[src/rtl/dbc_pkg.sv]
package dbc_pkg;

   typedef enum logic [2:0] {
      ST_IDLE  = 3'd0,
      ST_STALL = 3'd1,
      ST_RD    = 3'd2,
      ST_WR    = 3'd3,
      ST_GAP   = 3'd4
   } eng_state_e;

   localparam logic [7:0] OFS_CTRL = 8'h00;
   localparam logic [7:0] OFS_INT  = 8'h04;
   localparam logic [7:0] OFS_STAT = 8'h0C;

   // writable control bits: 0..3, 8:5, 14:13, 21 (bit 4 is a pulse)
   localparam logic [31:0] CTRL_WMASK = 32'h0020_61EF;

   function automatic logic [7:0] ofs_cnt(input int k);
      return 8'(8'h10 + 4 * k);
   endfunction
   function automatic logic [7:0] ofs_sbase(input int k);
      return 8'(8'h18 + 4 * k);
   endfunction
   function automatic logic [7:0] ofs_scur(input int k);
      return 8'(8'h24 + 4 * k);
   endfunction
   function automatic logic [7:0] ofs_dbase(input int k);
      return 8'(8'h2C + 4 * k);
   endfunction
   function automatic logic [7:0] ofs_dcur(input int k);
      return 8'(8'h34 + 8 * k);
   endfunction

   // block size in bytes for a bandwidth code, 0 = unthrottled
   function automatic logic [15:0] blk_size(input logic [3:0] code);
      if (code == 4'd1)
         return 16'd16;
      else if (code >= 4'd5)
         return 16'd32 << (code - 4'd5);
      else
         return 16'd0;
   endfunction

endpackage

[src/rtl/dbc_slot.sv]
module dbc_slot #(
   parameter int unsigned CNT_W = 16
) (
   input  logic             clk,
   input  logic             rst_n,
   input  logic             wr_cnt,
   input  logic             wr_src,
   input  logic             wr_dst,
   input  logic [31:0]      wdata,
   input  logic             step,
   input  logic             src_inc,
   output logic [CNT_W-1:0] cnt,
   output logic [31:0]      src_base,
   output logic [31:0]      dst_base,
   output logic [31:0]      src_cur,
   output logic [31:0]      dst_cur,
   output logic             loaded,
   output logic             last
);
   localparam logic [CNT_W-1:0] WORD_B = CNT_W'(4);

   always_ff @(posedge clk or negedge rst_n) begin
      if (!rst_n) begin
         cnt    <= '0;
         loaded <= 1'b0;
      end else if (wr_cnt) begin
         cnt    <= wdata[CNT_W-1:0];
         loaded <= (wdata[CNT_W-1:0] != '0);
      end else if (step) begin
         if (cnt > WORD_B) begin
            cnt <= cnt - WORD_B;
         end else begin
            cnt    <= '0;
            loaded <= 1'b0;
         end
      end
   end

   always_ff @(posedge clk or negedge rst_n) begin
      if (!rst_n) begin
         src_base <= '0;
         src_cur  <= '0;
      end else if (wr_src) begin
         src_base <= wdata;
         src_cur  <= wdata;
      end else if (step && src_inc) begin
         src_cur <= src_cur + 32'd4;
      end
   end

   always_ff @(posedge clk or negedge rst_n) begin
      if (!rst_n) begin
         dst_base <= '0;
         dst_cur  <= '0;
      end else if (wr_dst) begin
         dst_base <= wdata;
         dst_cur  <= wdata;
      end else if (step) begin
         dst_cur <= dst_cur + 32'd4;
      end
   end

   assign last = (cnt <= WORD_B);

   // a loaded slot never holds a zero count
   a_r5_loaded_nonzero: assert property (@(posedge clk) disable iff (!rst_n)
      loaded |-> (cnt != '0));

endmodule

[src/rtl/dbc_engine.sv]
module dbc_engine
   import dbc_pkg::*;
#(
   parameter int unsigned GAP_CYC = 16
) (
   input  logic        clk,
   input  logic        rst_n,
   input  logic        enable,
   input  logic        start_go,
   input  logic        fill,
   input  logic [15:0] blk_bytes,
   input  logic        act_last,
   input  logic        oth_loaded,
   input  logic [31:0] src_addr,
   input  logic [31:0] dst_addr,
   input  logic [31:0] mem_rdata,
   input  logic        mem_ack,
   output eng_state_e  state,
   output logic        mem_req,
   output logic        mem_we,
   output logic [31:0] mem_addr,
   output logic [31:0] mem_wdata,
   output logic        step,
   output logic        src_inc,
   output logic        hand_over,
   output logic        finish,
   output logic        stall_evt
);
   localparam int unsigned GW = $clog2(GAP_CYC + 1);
   localparam logic [GW-1:0] GAP_LAST = GW'(GAP_CYC - 1);

   logic [15:0]   blk_cnt;
   logic [15:0]   blk_cnt_nxt;
   logic          blk_end;
   logic [GW-1:0] gap_cnt;
   logic [31:0]   data_q;
   logic          have_q;

   assign blk_cnt_nxt = blk_cnt + 16'd4;
   assign blk_end     = (blk_bytes != 16'd0) && (blk_cnt_nxt == blk_bytes);

   always_ff @(posedge clk or negedge rst_n) begin
      if (!rst_n) begin
         state   <= ST_IDLE;
         blk_cnt <= '0;
         gap_cnt <= '0;
         data_q  <= '0;
         have_q  <= 1'b0;
      end else if (!enable) begin
         state   <= ST_IDLE;
         have_q  <= 1'b0;
         gap_cnt <= '0;
      end else begin
         case (state)
            ST_IDLE: state <= ST_STALL;
            ST_STALL: begin
               if (start_go) begin
                  state   <= ST_RD;
                  have_q  <= 1'b0;
                  blk_cnt <= '0;
               end
            end
            ST_RD: begin
               if (mem_ack) begin
                  data_q <= mem_rdata;
                  have_q <= 1'b1;
                  state  <= ST_WR;
               end
            end
            ST_WR: begin
               if (mem_ack) begin
                  blk_cnt <= blk_end ? '0 : blk_cnt_nxt;
                  if (act_last)
                     have_q <= 1'b0;
                  if (act_last && !oth_loaded)
                     state <= ST_STALL;
                  else if (blk_end)
                     state <= ST_GAP;
                  else if (fill && !act_last)
                     state <= ST_WR;
                  else
                     state <= ST_RD;
               end
            end
            ST_GAP: begin
               if (gap_cnt == GAP_LAST) begin
                  gap_cnt <= '0;
                  state   <= (fill && have_q) ? ST_WR : ST_RD;
               end else begin
                  gap_cnt <= gap_cnt + 1'b1;
               end
            end
            default: state <= ST_IDLE;
         endcase
      end
   end

   assign mem_req   = (state == ST_RD) || (state == ST_WR);
   assign mem_we    = (state == ST_WR);
   assign mem_addr  = (state == ST_WR) ? dst_addr : src_addr;
   assign mem_wdata = data_q;
   assign step      = (state == ST_WR) && mem_ack;
   assign src_inc   = !fill;
   assign hand_over = step && act_last && oth_loaded;
   assign finish    = step && act_last && !oth_loaded;
   assign stall_evt = ((state == ST_IDLE) && enable) || finish;

   // the bandwidth wait is entered only straight after a word write
   a_r10_gap_entry: assert property (@(posedge clk) disable iff (!rst_n)
      (state == ST_GAP && $past(state) != ST_GAP) |-> $past(state) == ST_WR);

endmodule

[src/rtl/dma_dual_buf_ch.sv]
module dma_dual_buf_ch
   import dbc_pkg::*;
#(
   parameter int unsigned CNT_W   = 16,
   parameter int unsigned GAP_CYC = 16
) (
   input  logic        clk,
   input  logic        rst_n,
   input  logic        reg_we,
   input  logic [7:0]  reg_addr,
   input  logic [31:0] reg_wdata,
   output logic [31:0] reg_rdata,
   output logic        irq,
   output logic        mem_req,
   output logic        mem_we,
   output logic [31:0] mem_addr,
   output logic [31:0] mem_wdata,
   input  logic [31:0] mem_rdata,
   input  logic        mem_ack
);
   localparam int unsigned NSLOT = 2;

   generate
      if (CNT_W < 4 || CNT_W > 32) begin : g_bad_cnt
         $error("CNT_W must lie in 4..32");
      end
      if (GAP_CYC < 1) begin : g_bad_gap
         $error("GAP_CYC must be at least 1");
      end
   endgenerate

   logic [31:0]      ctrl_q;
   logic [2:0]       pend_q;
   logic             done_q;
   logic             active;
   eng_state_e       state;

   logic [CNT_W-1:0] cnt_a [NSLOT];
   logic [31:0]      sb_a  [NSLOT];
   logic [31:0]      db_a  [NSLOT];
   logic [31:0]      sc_a  [NSLOT];
   logic [31:0]      dc_a  [NSLOT];
   logic [NSLOT-1:0] ld_a;
   logic [NSLOT-1:0] last_a;

   logic step, src_inc, hand_over, finish, stall_evt;
   logic start_go, ctrl_wr, int_wr;
   logic act_loaded, oth_loaded, nb;
   logic [1:0]  buf_st;
   logic [31:0] status;

   assign ctrl_wr    = reg_we && (reg_addr == OFS_CTRL);
   assign int_wr     = reg_we && (reg_addr == OFS_INT);
   assign act_loaded = ld_a[active];
   assign oth_loaded = ld_a[~active];
   assign start_go   = ctrl_wr && reg_wdata[4] && reg_wdata[3] &&
                       (reg_wdata[14:13] == 2'b00) && act_loaded;

   // buffer slots
   for (genvar k = 0; k < NSLOT; k++) begin : g_slot
      dbc_slot #(.CNT_W(CNT_W)) u_slot (
         .clk      (clk),
         .rst_n    (rst_n),
         .wr_cnt   (reg_we && (reg_addr == ofs_cnt(k))),
         .wr_src   (reg_we && (reg_addr == ofs_sbase(k))),
         .wr_dst   (reg_we && (reg_addr == ofs_dbase(k))),
         .wdata    (reg_wdata),
         .step     (step && (active == 1'(k))),
         .src_inc  (src_inc),
         .cnt      (cnt_a[k]),
         .src_base (sb_a[k]),
         .dst_base (db_a[k]),
         .src_cur  (sc_a[k]),
         .dst_cur  (dc_a[k]),
         .loaded   (ld_a[k]),
         .last     (last_a[k])
      );
   end

   dbc_engine #(.GAP_CYC(GAP_CYC)) u_eng (
      .clk        (clk),
      .rst_n      (rst_n),
      .enable     (ctrl_q[3]),
      .start_go   (start_go),
      .fill       (ctrl_q[1]),
      .blk_bytes  (blk_size(ctrl_q[8:5])),
      .act_last   (last_a[active]),
      .oth_loaded (oth_loaded),
      .src_addr   (sc_a[active]),
      .dst_addr   (dc_a[active]),
      .mem_rdata  (mem_rdata),
      .mem_ack    (mem_ack),
      .state      (state),
      .mem_req    (mem_req),
      .mem_we     (mem_we),
      .mem_addr   (mem_addr),
      .mem_wdata  (mem_wdata),
      .step       (step),
      .src_inc    (src_inc),
      .hand_over  (hand_over),
      .finish     (finish),
      .stall_evt  (stall_evt)
   );

   // control, pending events, done flag, active slot pointer
   always_ff @(posedge clk or negedge rst_n) begin
      if (!rst_n) begin
         ctrl_q <= '0;
         pend_q <= '0;
         done_q <= 1'b0;
         active <= 1'b0;
      end else begin
         if (ctrl_wr)
            ctrl_q <= reg_wdata & CTRL_WMASK;
         if (int_wr && reg_wdata == 32'd0)
            pend_q <= '0;
         if (stall_evt) pend_q[0] <= 1'b1;
         if (finish)    pend_q[1] <= 1'b1;
         if (hand_over) pend_q[2] <= 1'b1;
         if (start_go && state == ST_STALL)
            done_q <= 1'b0;
         else if (finish)
            done_q <= 1'b1;
         if (hand_over || finish)
            active <= ~active;
      end
   end

   assign buf_st = {1'b0, ld_a[0]} + {1'b0, ld_a[1]};
   assign nb     = (ld_a == '0) ? active : ~active;
   assign status = {19'd0, nb, pend_q[2], 4'd0, done_q, buf_st,
                    state, (state == ST_STALL)};
   assign irq    = (pend_q[0] & ctrl_q[0]) | (pend_q[1] & ctrl_q[2]) |
                   (pend_q[2] & ctrl_q[21]);

   always_comb begin
      reg_rdata = '0;
      case (reg_addr)
         OFS_CTRL: reg_rdata = ctrl_q;
         OFS_INT:  reg_rdata = {29'd0, pend_q};
         OFS_STAT: reg_rdata = status;
         default:  reg_rdata = '0;
      endcase
      for (int k = 0; k < NSLOT; k++) begin
         if (reg_addr == ofs_cnt(k))   reg_rdata = 32'(cnt_a[k]);
         if (reg_addr == ofs_sbase(k)) reg_rdata = sb_a[k];
         if (reg_addr == ofs_scur(k))  reg_rdata = sc_a[k];
         if (reg_addr == ofs_dbase(k)) reg_rdata = db_a[k];
         if (reg_addr == ofs_dcur(k))  reg_rdata = dc_a[k];
      end
   end

   // a cleared enable forces the control machine to idle
   a_r2_idle_when_off: assert property (@(posedge clk) disable iff (!rst_n)
      !ctrl_q[3] |=> state == ST_IDLE);

   // memory traffic only while the active slot still holds a count
   a_r7_busy_has_count: assert property (@(posedge clk) disable iff (!rst_n)
      (state == ST_RD || state == ST_WR) |-> act_loaded);

   // the done flag is never up while data is moving
   a_r7_done_not_busy: assert property (@(posedge clk) disable iff (!rst_n)
      done_q |-> (state == ST_IDLE || state == ST_STALL));

   // every memory access is word aligned
   a_r4_aligned: assert property (@(posedge clk) disable iff (!rst_n)
      mem_req |-> mem_addr[1:0] == 2'b00);

endmodule

[config.mk]
export PLATFORM = sky130hd
export DESIGN_NAME = dma_dual_buf_ch
export DESIGN_NICKNAME = d
export VERILOG_FILES = /design/src/rtl/dbc_pkg.sv /design/src/rtl/dbc_slot.sv /design/src/rtl/dbc_engine.sv /design/src/rtl/dma_dual_buf_ch.sv
export SDC_FILE = /design/constraint.sdc
export NUM_CORES = 1
export LEC_CHECK = 0
export CAP_MARGIN = 20
export CELL_PAD_IN_SITES_DETAIL_PLACEMENT = 1
export CELL_PAD_IN_SITES_GLOBAL_PLACEMENT = 1
export CORE_UTILIZATION = 41
export CTS_CLUSTER_DIAMETER = 80
export CTS_CLUSTER_SIZE = 20
export DETAILED_ROUTE_END_ITERATION = 10
export GPL_TIMING_DRIVEN = 0
export PLACE_DENSITY_LB_ADDON = 0.15
export SYNTH_ARGS = -nofsm -noshare
export SYNTH_HDL_FRONTEND = slang
export SYNTH_SLANG_ARGS = --single-unit
export TNS_END_PERCENT = 100
[constraint.sdc]
create_clock -name clk -period 2.9 [get_ports clk]
set_input_delay 0.435 -clock clk [delete_from_list [all_inputs] [get_ports clk]]
set_output_delay 0.435 -clock clk [all_outputs]
set_load 0.01 [all_outputs]
# After elaboration in Yosys (flattened, before gate mapping)
# Index checks and enable logic that the tools add are counted.
# op_classes
addsub	10
order_cmp	8
n_eq_ne	30
shift	1
n_mux	76
n_bitwise	7
reduce_logical	57
# op_table
op	count
$mux W32	25
$mux W16	11
$add A32 B3 Y32 const B	4
$pmux W22 S3	1
$eq A8 B6 Y1 const B	6
$eq A8 B5 Y1 const B	4
$gt A16 B3 Y1 const B	2
$le A16 B3 Y1 const B	2
$logic_not A32 Y1	1
$pmux W16 S2	1
$reduce_bool A16 Y1	2
$sub A16 B3 Y16 const B	2
$logic_and A1 B1 Y1	27
$mux W1	25
$mux W3	8
$reduce_bool A2 Y1	11
$add A16 B3 Y16 const B	1
$eq A16 B16 Y1	1
$shl A6 B4 Y16 const A	1
$mux W5	3
$pmux W3 S5	1
$ne A3 B3 Y1 const B	3
$eq A8 B3 Y1 const B	1
$eq A8 B4 Y1 const B	1
other kinds (29)	45
# word_totals
register_bits	363
wordCells	212

# Logic depth before layout (Yosys ltp)
# Gate-level depths: netlist of the first run.
# logic_depth
depth_word	13
ltp_mapped	12
depth_no_buf	10

# Hierarchy
# From an unflattened synthesis of the first run, not the netlist that was laid out.
# hier_totals
hier_cells	2406
area_unflattened_um2	21914.8
# modules_own_cells
module	instances	cells_each	area_each_um2
dbc_slot	2	696	6906.6
dma_dual_buf_ch	1	611	4654.5
dbc_engine	1	403	3447.1

# Least setup slack after synthesis of the first run
# No wires, ideal clock.
# synth_timing
kind	input to output
startpoint	in reg_addr[5]
endpoint	out reg_rdata[8]
arrival_ns	2.484
required_ns	2.465
slack_ns	-0.019
cell_stages	8
path_buffers	2
path_cell_list	buf_2 > nor4b_1 > nand2_1 > nor2_1 > clkbuf_1 > nand2_1 > a211o_1 > a21oi_1
# synth_between
elab_chain_cells	12
elab_cells_between_ends	24
classes_between	12 x eq/ne; 11 x mux; 1 x reduce/logical
# synth_lines
element	line_no	source
start: declaration	dma_dual_buf_ch.sv:10	input logic [7:0] reg_addr,
$eq A8 B4 Y1, or another cell as far along	dma_dual_buf_ch.sv:138	case (reg_addr)
$pmux W22 S3	dma_dual_buf_ch.sv:138	
$mux W32	dma_dual_buf_ch.sv:145	if (reg_addr == ofs_cnt(k)) reg_rdata = 32'(cnt_a[k]);
$mux W32	dma_dual_buf_ch.sv:146	if (reg_addr == ofs_sbase(k)) reg_rdata = sb_a[k];
$mux W32	dma_dual_buf_ch.sv:147	if (reg_addr == ofs_scur(k)) reg_rdata = sc_a[k];
$mux W32	dma_dual_buf_ch.sv:148	if (reg_addr == ofs_dbase(k)) reg_rdata = db_a[k];
$mux W32	dma_dual_buf_ch.sv:149	if (reg_addr == ofs_dcur(k)) reg_rdata = dc_a[k];
$mux W32	dma_dual_buf_ch.sv:145	
$mux W32	dma_dual_buf_ch.sv:146	
$mux W32	dma_dual_buf_ch.sv:147	
$mux W32	dma_dual_buf_ch.sv:148	
$mux W32 *	dma_dual_buf_ch.sv:149	
end: declaration	dma_dual_buf_ch.sv:12	output logic [31:0] reg_rdata,
# Every way passes the cells marked *; elsewhere a longest branch is shown, timed or not.

# Worst setup path after layout of the first run
# layout_timing
startpoint	reg u_eng.state[1]
endpoint	out reg_rdata[0]
# layout_between
elab_chain_cells	12
# layout_lines
element	line_no	source
start: declaration	dbc_engine.sv:18	output eng_state_e state,
start signal: assignment	dbc_engine.sv:88	state <= (fill && have_q) ? ST_WR : ST_RD;
$eq A3 B1 Y1	dma_dual_buf_ch.sv:132	state, (state == ST_STALL)};
$pmux W22 S3	dma_dual_buf_ch.sv:138	
$mux W32	dma_dual_buf_ch.sv:145	
$mux W32	dma_dual_buf_ch.sv:146	
$mux W32	dma_dual_buf_ch.sv:147	
$mux W32	dma_dual_buf_ch.sv:148	
$mux W32	dma_dual_buf_ch.sv:149	
$mux W32	dma_dual_buf_ch.sv:145	
$mux W32	dma_dual_buf_ch.sv:146	
$mux W32	dma_dual_buf_ch.sv:147	
$mux W32	dma_dual_buf_ch.sv:148	
$mux W32	dma_dual_buf_ch.sv:149	
# Every way passes these cells.

==> results.md, run 1 <==
- Run status: complete, but fails checks
- Failing checks: setup timing
- P&R area growth vs syn: 27.8%
- Main flop type after synthesis: dfrtp_1
- Die Area: slightly below 50,000 sq um
- WHS: about 0.33 ns
- Site row count: 80
- FF+latch count, synth: around 360
- Crit path kind: register to output pin
- Worst-path clk slew: 0.08 ns
- Post-Synth Simple-Gate Area: 0.223
- Seq/Total Area, Yosys: 0.452
- First-pass iteration count of the detailed router: 7
- Largest net degree at the start of global routing: 112
- Syn nets: ~2,400
- DP HPWL: between 60,000 and 70,000 um
- Pwr Density: 440 nW/um^2
- Req. time, crit path: roughly 2.5 ns
- Longest Clk Path Bufs: 3
- Most frequent cells in the layout: nand2_1 (556), dfrtp_1 (357), o21ai_0 (200)
- Initial core utilization: 0.417
- IO Pins: approximately 180
- Worst Hold Class: primary input to register
- Total negative slack: -0.588 ns
- Clock Latency Late Sink: 0.61 ns
- RSZ-0062 raised after global routing: true
- Post-route ant nets: 0
- Multiplexer share of the synthesized area: 0.0808
- Final slew viol count: 0
- Min Clock Period, post-route: roughly 3.0 ns
- CP max stage cell: dfrtp_1
- IO Port Bufs: around 160
- Setup WS pre-CTS: -2.78 ns
- Via count: about 20,000
- Post-synthesis adder-cell area fraction: 0.00939
- Crit Path Max Fanout: 4
- R2R setup slack: -0.08 ns
- Number of H-tree levels: 1
- WL/cell: ~28 um
- CTS buffer count: 28
- Post-Synth XOR/XNOR Area: 0.0628
- Dominant cells by area after synthesis: dfrtp_1 (45%), nand2_1 (11%), o21ai_0 (5.8%)
- Clock sinks: 361
- CP peak stage delay: 0.43 ns
- CP startpoint kind: register
- Crit path arrival time: around 2.6 ns
- Root Buffer: clkbuf_16
- Vias in the first global route: 20,500
- Slew HR: 0.284
- Synth Area in Compound Gates: 0.140
- Synth top area share: 0.452
- Area leader, netlist: dfrtp_1
- Final setup margin: -0.130 ns
- Via-to-Cell Ratio: about 6.3
- Maxcap violations: 0
- Initial antenna violation count: 5
- Multi-input gate area: ~11,000 sq um
- Final hold vios: 0
- Layout cells sized above 1: 0.189
- Leak: between 0.01 and 0.015 uW
- Crit-path cells: clkbuf_8 > nor2_4 > a31oi_1 > o32ai_2 > o211ai_1 > a32oi_1 > o221ai_2 > a21oi_2 > buf_2
- Commonest non-fill, non-tap cell in the layout: nand2_1
- Residual DRC: 0
- Main combinational cell family by area after synthesis: simple AND/OR/NAND/NOR gates
- Synthesized cell area: 20,000 sq um
- FILL cells: 5,464
- Fin area: 25,500 sq um
- Die width: around 220 um
- Max Clock Skew: 0.0227 ns
- # setup viols final: 12
- Part of the cycle the worst path needs: 1.04
- Register area: ~9000 sq um
- Global Route Usage Sum: 0.359
- Mean post-synth cell area: 8.79 sq um
- Fin util: 0.533
- Slew @ Worst Pin: 1.07 ns
- First-pass GRT wire length: 133,000 um
- Nature of the critical path endpoint: output pin
- WL final: about 90,000 um
- Core area: roughly 48,000 sq um
- Dpl cell area: between 20,000 and 25,000 sq um
- Gr ovfl total: 0
- Initial drt markers: roughly 2,000
- Mapped Cells: ~2,300
- Peak VDD IR: between 0.3 and 0.4 mV
- F_max: 0.330 GHz
- Yosys cell types: 71
- Nets: between 2,000 and 3,000
- Die Ht: between 200 and 250 um
- Number of synthesized flops with an enable pin: 0
- CTS tree: built
- Synth async-reset ratio: 1.00
- Routability Congestion: slightly below 1
- Synth warn: 0
[synth_stat cells, types with 32 or more instances]
cell        n
nand2_1   565
dfrtp_1   361
o21ai_0   232
nor2_1    165
clkbuf_1  108
a21oi_1    97
nand3_1    71
xnor2_1    69
xor2_1     69
nor3_1     44
inv_1      35
a221oi_1   34
mux4_2     32
[cell type report]
cell class,instances,share of cell area
Buffer,116,0.0358
Antenna cell,1,0.0000980
Sequential cell,361,0.354
Multi-Input combinational cell,1750,0.439
Tap cell,615,0.0301
Timing Repair Buffer,281,0.0993
Clock inverter,20,0.00794
Inverter,36,0.00588
Clock buffer,29,0.0284
[per-stage QoR]
step / instances / power [uW]
floorplan: 2273 / 6200
global placement: 3050 / 6870
detailed placement: 3055 / 6930
CTS: 3178 / 11200
global route: 3209 / 11600
finish: 3209 / 11200
[per-layer routing]
metal	GRT usage	wire length [um]
met5	0	36
met4	0.157	4400
met3	0.0594	7900
met2	0.563	41400
met1	0.489	36700
[worst paths after layout]
check	start	end	cells past startpoint
worst max-delay path	u_eng.state[1]$_DFFE_PN0P_	reg_rdata[0]	9
worst min-delay path	reg_wdata[4]	g_slot[1].u_slot.src_base[4]$_DFFE_PN0P_	3
worst max register to register	ctrl_q[5]$_DFFE_PN0P_	u_eng.state[0]$_DFFE_PN0P_	11
worst min register to register	g_slot[1].u_slot.dst_base[26]$_DFFE_PN0P_	g_slot[1].u_slot.dst_base[26]$_DFFE_PN0P_	2
max in group asynchronous	rst_n	g_slot[1].u_slot.dst_cur[19]$_DFFE_PN0P_	4
min in group asynchronous	rst_n	u_eng.mem_wdata[10]$_DFFE_PN0P_	2
[logic make-up (layout without fill, tap and decap cells)]
kind of cell               count (synthesis)  after routing
muxes                                    114            114
adders and majority gates                 15             15
DFF                                      361            361
buffers and inverters                    163            482
and+or+nand+nor                         1010           1010
other                                      0              1
xor gates and xnor gates                 140            140
AOI/OAI and AO/OA                        470            471
[timing repair]
action,CTS,global route
gates resized for setup,443,169
pin swaps,64,44
endpoints found under the setup margin,407,134
hold buffers,1,0
hold endpoints to repair,61,0
setup buffers,81,31
cloned,0,2
[state kept, by name (all words and copies together) (netlist names), 2 cells and up]
signal / count
g_slot.u_slot.dst_cur: 64
g_slot.u_slot.src_cur: 64
pend_q: 3
g_slot.u_slot.cnt: 32
g_slot.u_slot.dst_base: 64
u_eng.blk_cnt: 14
ctrl_q: 11
g_slot.u_slot.loaded: 2
g_slot.u_slot.src_base: 64
u_eng.mem_wdata: 32
u_eng.state: 3
u_eng.gap_cnt: 5
[critical path, delay by kind of cell (launching register included)]
kind | cells | cell delay (ns)
compound gates | 6 | 1.15
flops | 1 | 0.43
simple gates | 1 | 0.08
buf+inv | 2 | 0.32
[power by group]
group | switching, uW | internal, uW
logic | 865 | 572
registers | 305 | 5270
clock network | 2240 | 1990
total | 3410 | 7840
No activity file was read; power rests on OpenSTA's default activity.
==> run 2, diff against run 1 <==
- CTS_CLUSTER_SIZE: 20 -> not set
==> run 2 against run 1 <==
  * The run still ends with setup timing left
  * Die area is the same
  * Sequential cell count unchanged
  * Via count rose by 1.5%
  * Critical path type unchanged
  * Sequential share of layout area is 0.83 points lower
  * Non-clock buffer count stayed put
  * Maximum frequency decreased by 0.16%
  * Wire length increased by 2.3%
==> results.md, run 2 (same netlist as run 1, synthesis figures left out) <==
- Vias in the first global route: between 20,000 and 25,000
- Part of the cycle the worst path needs: 1.05
- Gr ovfl total: 0
- CTS tree: built
- Most frequent cells in the layout: nand2_1 (556), dfrtp_1 (358), o21ai_0 (202)
- Global Route Usage Sum: 0.366
- Clock Latency Late Sink: 0.59 ns
- Die Area: approximately 50,000 sq um
- RSZ-0062 raised after global routing: true
- Overall power: 12,700 uW
- Met2 usage in global routing: 0.564
- Initial antenna violation count: 5
- Residual DRC: 0
- Run status: complete, but fails checks
- Core area: approximately 48,000 sq um
- CP startpoint kind: register
- Slew @ Worst Pin: 1.16 ns
- Leak: approximately 0.012 uW
- Crit path kind: register to output pin
- Comb pwr share: 0.115
- F_max: ~0.33 GHz
- Peak VDD IR: between 0.3 and 0.4 mV
- Routability Congestion: between 0.9 and 1
- Crit-path cells: clkbuf_8 > nor2_4 > a31oi_1 > o32ai_2 > o211ai_1 > a32oi_2 > o221ai_2 > a21oi_2 > buf_2
- CTS buffer count: 44
- Via-to-Cell Ratio: 6.31
- Final hold vios: 0
- First-pass GRT wire length: roughly 130,000 um
- Worst Hold Class: primary input to register
- Fin area: about 26,000 sq um
- Clock sinks: 361
- # setup viols final: 10
- Die Ht: roughly 220 um
- Maxcap violations: 0
- CP peak stage delay: roughly 0.43 ns
- Max Clock Skew: about 0.014 ns
- P&R area growth vs syn: 30.9%
- Site row count: 80
- WHS: between 0.3 and 0.4 ns
- Pwr Density: slightly below 500 nW/um^2
- GR peak layer: met2
- Sw Share: 0.279
- CP max stage cell: dfrtp_1
- Via count: between 20,000 and 25,000
- M3 GR Usage: 0.0651
- Nature of the critical path endpoint: output pin
- Largest net degree at the start of global routing: between 100 and 150
- DP HPWL: roughly 63,000 um
- Met1 Use GR: 0.496
- Root Buffer: clkbuf_16
- Register share of total power: 0.440
- Worst-path clk slew: 0.06 ns
- Nets: approximately 2,700
- Post-route ant nets: 0
- Longest Clk Path Bufs: 3
- Die width: 223 um
- Slew HR: 0.226
- Clk pwr share: 0.445
- Fin util: 0.545
- Initial drt markers: about 2,100
- Min Clock Period, post-route: 3.03 ns
- WL final: around 93,000 um
- Dpl cell area: roughly 23,000 sq um
- Final slew viol count: 0
- Req. time, crit path: about 2.5 ns
- Initial core utilization: 0.417
- Commonest non-fill, non-tap cell in the layout: nand2_1
- FILL cells: roughly 5,400
- IO Port Bufs: between 150 and 200
- P_int: ~9000 uW
- First-pass iteration count of the detailed router: 6
- Final setup margin: -0.135 ns
- Failing checks: setup timing
- Layout cells sized above 1: 0.189
- IO Pins: around 180
- WL/cell: 28.6 um
- Number of H-tree levels: 2
- Crit path arrival time: 2.60 ns
- Switching pwr: between 3000 and 4000 uW
- Crit Path Max Fanout: 4
[run 2: cell count changes in the layout (fill, tap and decap cells not counted), sizes merged]
| cell | before | now |
|---|---|---|
| dlygate4sd2 | 8 | 24 |
| bufinv | 1 | 2 |
| clkinvlp | 3 | 2 |
| buf | 155 | 153 |
| clkdlybuf4s15 | 7 | 15 |
| clkbuf | 163 | 177 |
| clkinv | 5 | 11 |
| inv | 47 | 35 |
| diode | 1 | 3 |
| dlymetal6s2s | 2 | 1 |
[run 2: cell type report]
cell class                      count  area (sq um)  area share
Multi-Input combinational cell   1750         11200       0.428
Sequential cell                   361          9040       0.346
Timing Repair Buffer              283          2670       0.102
Clock buffer                       64          1310      0.0500
Buffer                            114           896      0.0343
Tap cell                          615           769      0.0294
Inverter                           36           140     0.00536
Clock inverter                     14           125     0.00478
Antenna cell                        3          7.51    0.000287
[run 2: per-stage QoR]
| step | cells | setup WS (ns) | TNS (ns) |
|---|---|---|---|
| floorplan | 2273 | 0.00233 | 0 |
| global placement | 3050 | -15.24 | -5982.45 |
| detailed placement | 3055 | -2.78 | -506.93 |
| CTS | 3213 | -0.149 | -0.349 |
| global route | 3240 | -0.209 | -3.09 |
| finish | 3240 | -0.135 | -0.449 |
[run 2: what timing repair did]
action | CTS | global route
pin swaps | 61 | 37
endpoints found under the setup margin | 406 | 132
setup buffers | 85 | 25
hold buffers | 1 | 0
gates resized for setup | 445 | 139
hold endpoints to repair | 47 | 0
cloned | 3 | 4
[run 2: per-layer routing]
metal  up-vias  share of wire
met3       269          0.090
met2      1058           0.46
li1       8639              -
met4         2          0.054
met5         -        0.00018
met1     10500           0.40
[run 2: power groups by stage]
stage	registers [uW]	clock network, uW	logic, uW
floorplan	5550	0	648
global placement	5660	0	1220
detailed placement	5660	0	1270
CTS	5570	5680	1370
global route	5610	5860	1570
finish	5590	5660	1460
[run 2: path summary, 6_finish.rpt]
path / endpoint / slack, ns / startpoint / cells after the start
min in group asynchronous: u_eng.mem_wdata[28]$_DFFE_PN0P_ / 0.51 / rst_n / 2
setup / recovery: reg_rdata[0] / -0.13 / u_eng.state[1]$_DFFE_PN0P_ / 9
max in group asynchronous: g_slot[0].u_slot.src_cur[14]$_DFFE_PN0P_ / 0.97 / rst_n / 4
hold reg to reg: g_slot[1].u_slot.dst_base[24]$_DFFE_PN0P_ / 0.47 / g_slot[1].u_slot.dst_base[24]$_DFFE_PN0P_ / 2
setup reg to reg: u_eng.state[1]$_DFFE_PN0P_ / -0.05 / ctrl_q[6]$_DFFE_PN0P_ / 11
hold / removal: g_slot[1].u_slot.src_base[4]$_DFFE_PN0P_ / 0.35 / reg_wdata[4] / 3
[run 2: worst max-delay path, delay by kind of cell (launching register included)]
kind | cells | cell delay, ns
compound gates | 6 | 1.19
buf+inv | 2 | 0.33
simple gates | 1 | 0.08
flops | 1 | 0.43
==> run 3, diff against run 2 <==
- CAP_MARGIN: 20 -> not set
- RECOVER_POWER: not set -> 100
==> run 3 against run 2 <==
  * The flow finishes with violations (capacitance limit, slew limit, setup timing)
  * Register-to-register slack got worse by 0.03 ns
  * Sequential cell count is the same
  * Worst setup slack better by 0.019 ns
  * Combinational power is essentially flat
  * Global-route usage is 0.15 points higher
==> results.md, run 3 (same netlist as run 1, synthesis figures left out) <==
- Largest net degree at the start of global routing: 112
- Nature of the critical path endpoint: output pin
- Crit path arrival time: approximately 2.6 ns
- Clock sinks: between 300 and 400
- Clock Latency Late Sink: a little under 0.6 ns
- Initial core utilization: 0.417
- Global Route Usage Sum: 0.367
- F_max: 0.332 GHz
- Total negative slack: -1.30 ns
- Final setup margin: -0.115 ns
- IO Pins: 175
- Die width: 223 um
- Max Clock Skew: ~0.013 ns
- P&R area growth vs syn: 31.2%
- Die Area: 49,600 sq um
- RSZ-0062 raised after global routing: true
- Worst Hold Class: primary input to register
- DP HPWL: 63,000 um
- Via-to-Cell Ratio: ~6.3
- Req. time, crit path: ~2.5 ns
- CP max stage cell: dfrtp_1
- Min Clock Period, post-route: 3.02 ns
- Routability Congestion: between 0.9 and 1
- Slew @ Worst Pin: between 1.5 and 2 ns
- Crit Path Max Fanout: 3
- Most frequent cells in the layout: nand2_1 (555), dfrtp_1 (359), o21ai_0 (197)
- Initial drt markers: around 2,100
- Die Ht: ~220 um
- Longest Clk Path Bufs: 3
- Layout cells sized above 1: 0.197
- Setup WS pre-CTS: -2.79 ns
- First-pass iteration count of the detailed router: 7
- Leak: around 0.012 uW
- CP top delay family: compound AO/OA/AOI/OAI gates
- Final std cells w/o fill: 3,259
- Placed Cells incl. Taps: 3,053
- CP peak stage delay: around 0.41 ns
- Gr ovfl total: 0
- Post-route ant nets: 0
- Final hold vios: 0
- CTS buffer count: 44
- Crit path kind: register to output pin
- First-pass GRT wire length: around 140,000 um
- Slew HR: -0.126
- Commonest non-fill, non-tap cell in the layout: nand2_1
- Via count: approximately 21,000
- Site row count: 80
- Peak VDD IR: 0.356 mV
- Maxcap violations: 1
- Pwr Density: approximately 480 nW/um^2
- Vias in the first global route: ~21,000
- Crit-path cells: clkbuf_8 > nor2_4 > a31oi_2 > o32ai_2 > o211ai_1 > a32oi_2 > o221ai_2 > a21oi_2 > buf_2
- Nets: approximately 2,700
- Number of H-tree levels: 2
- Initial antenna violation count: 2
- # setup viols final: 31
- WL/cell: between 20 and 30 um
- Core area: ~48,000 sq um
- WL final: a little over 90,000 um
- Residual DRC: 0
- CTS tree: built
- Run status: complete, but fails checks
- Part of the cycle the worst path needs: 1.04
- FILL cells: 5,440
- CP startpoint kind: register
- Buf/Inv on CP: 2
- Final slew viol count: between 100 and 150
- Root Buffer: clkbuf_16
- Failing checks: capacitance limit, slew limit, setup timing
- Worst-path clk slew: about 0.060 ns
- IO Port Bufs: roughly 160
run 3: tightest hold or removal path, delay by kind of cell:
kind                   cells  cell delay [ns]
buffers and inverters      1             0.24
and+or+nand+nor            2             0.20
run 3: where the power goes:
part	switching, uW	internal (uW)	total, uW
registers	312	5280	5600
clock network	2270	3290	5560
logic	881	581	1460
total	3460	9160	12600
run 3: metal layers:
metal / track usage / routed length, um / up-vias
met5: 0 / 9 / -
met4: 0.194 / 5180 / 2
met3: 0.0652 / 8380 / 294
met2: 0.565 / 42500 / 1112
met1: 0.494 / 37300 / 10600
li1: - / - / 8666
run 3: worst paths after layout:
path                                                                 from                                        end  slack (ns)  depth (start not counted)
max in group asynchronous                                           rst_n  g_slot[1].u_slot.src_base[19]$_DFFE_PN0P_        0.45                          4
worst min-delay path                                         reg_wdata[4]   g_slot[1].u_slot.src_base[4]$_DFFE_PN0P_        0.34                          3
worst min register to register  g_slot[1].u_slot.dst_base[17]$_DFFE_PN0P_  g_slot[1].u_slot.dst_base[17]$_DFFE_PN0P_        0.47                          2
worst max-delay path                           u_eng.state[1]$_DFFE_PN0P_                               reg_rdata[0]       -0.12                          9
worst max register to register                      ctrl_q[6]$_DFFE_PN0P_              u_eng.blk_cnt[10]$_DFFE_PN0P_       -0.08                         13
min in group asynchronous                                           rst_n            u_eng.mem_wdata[10]$_DFFE_PN0P_        0.85                          2
run 3: final cells by class:
type	instances	area, sq um	area share
multi-input cells	1750	11200	0.428
flip-flops and latches	361	9040	0.345
repair buffers	304	2710	0.103
clock buffers	69	1330	0.0506
plain buffers	115	903	0.0345
well taps	615	769	0.0294
inverters	36	150	0.00573
clock inverters	7	85.1	0.00325
diodes	2	5.00	0.000191
run 3: per-stage QoR:
| stage | area (sq um) | hold slack, ns | power [uW] | utilization |
|---|---|---|---|---|
| final | 26200 | 0.342 | 12600 | 0.547 |
| after detailed placement | 22500 | 0.458 | 6930 | 0.469 |
| after global routing | 26200 | 0.364 | 13000 | 0.547 |
| after global placement | 22400 | 0.456 | 6870 | 0.467 |
| after CTS | 25700 | 0.317 | 12600 | 0.536 |
| after floorplan | 20000 | 0.139 | 6200 | - |
run 3: what timing repair did:
item,CTS,global route
setup buffers,99,39
endpoints found under the setup margin,404,140
gates cloned,0,2
hold buffers,1,0
pin swaps,72,56
hold endpoints to repair,45,0
gates resized for setup,449,177
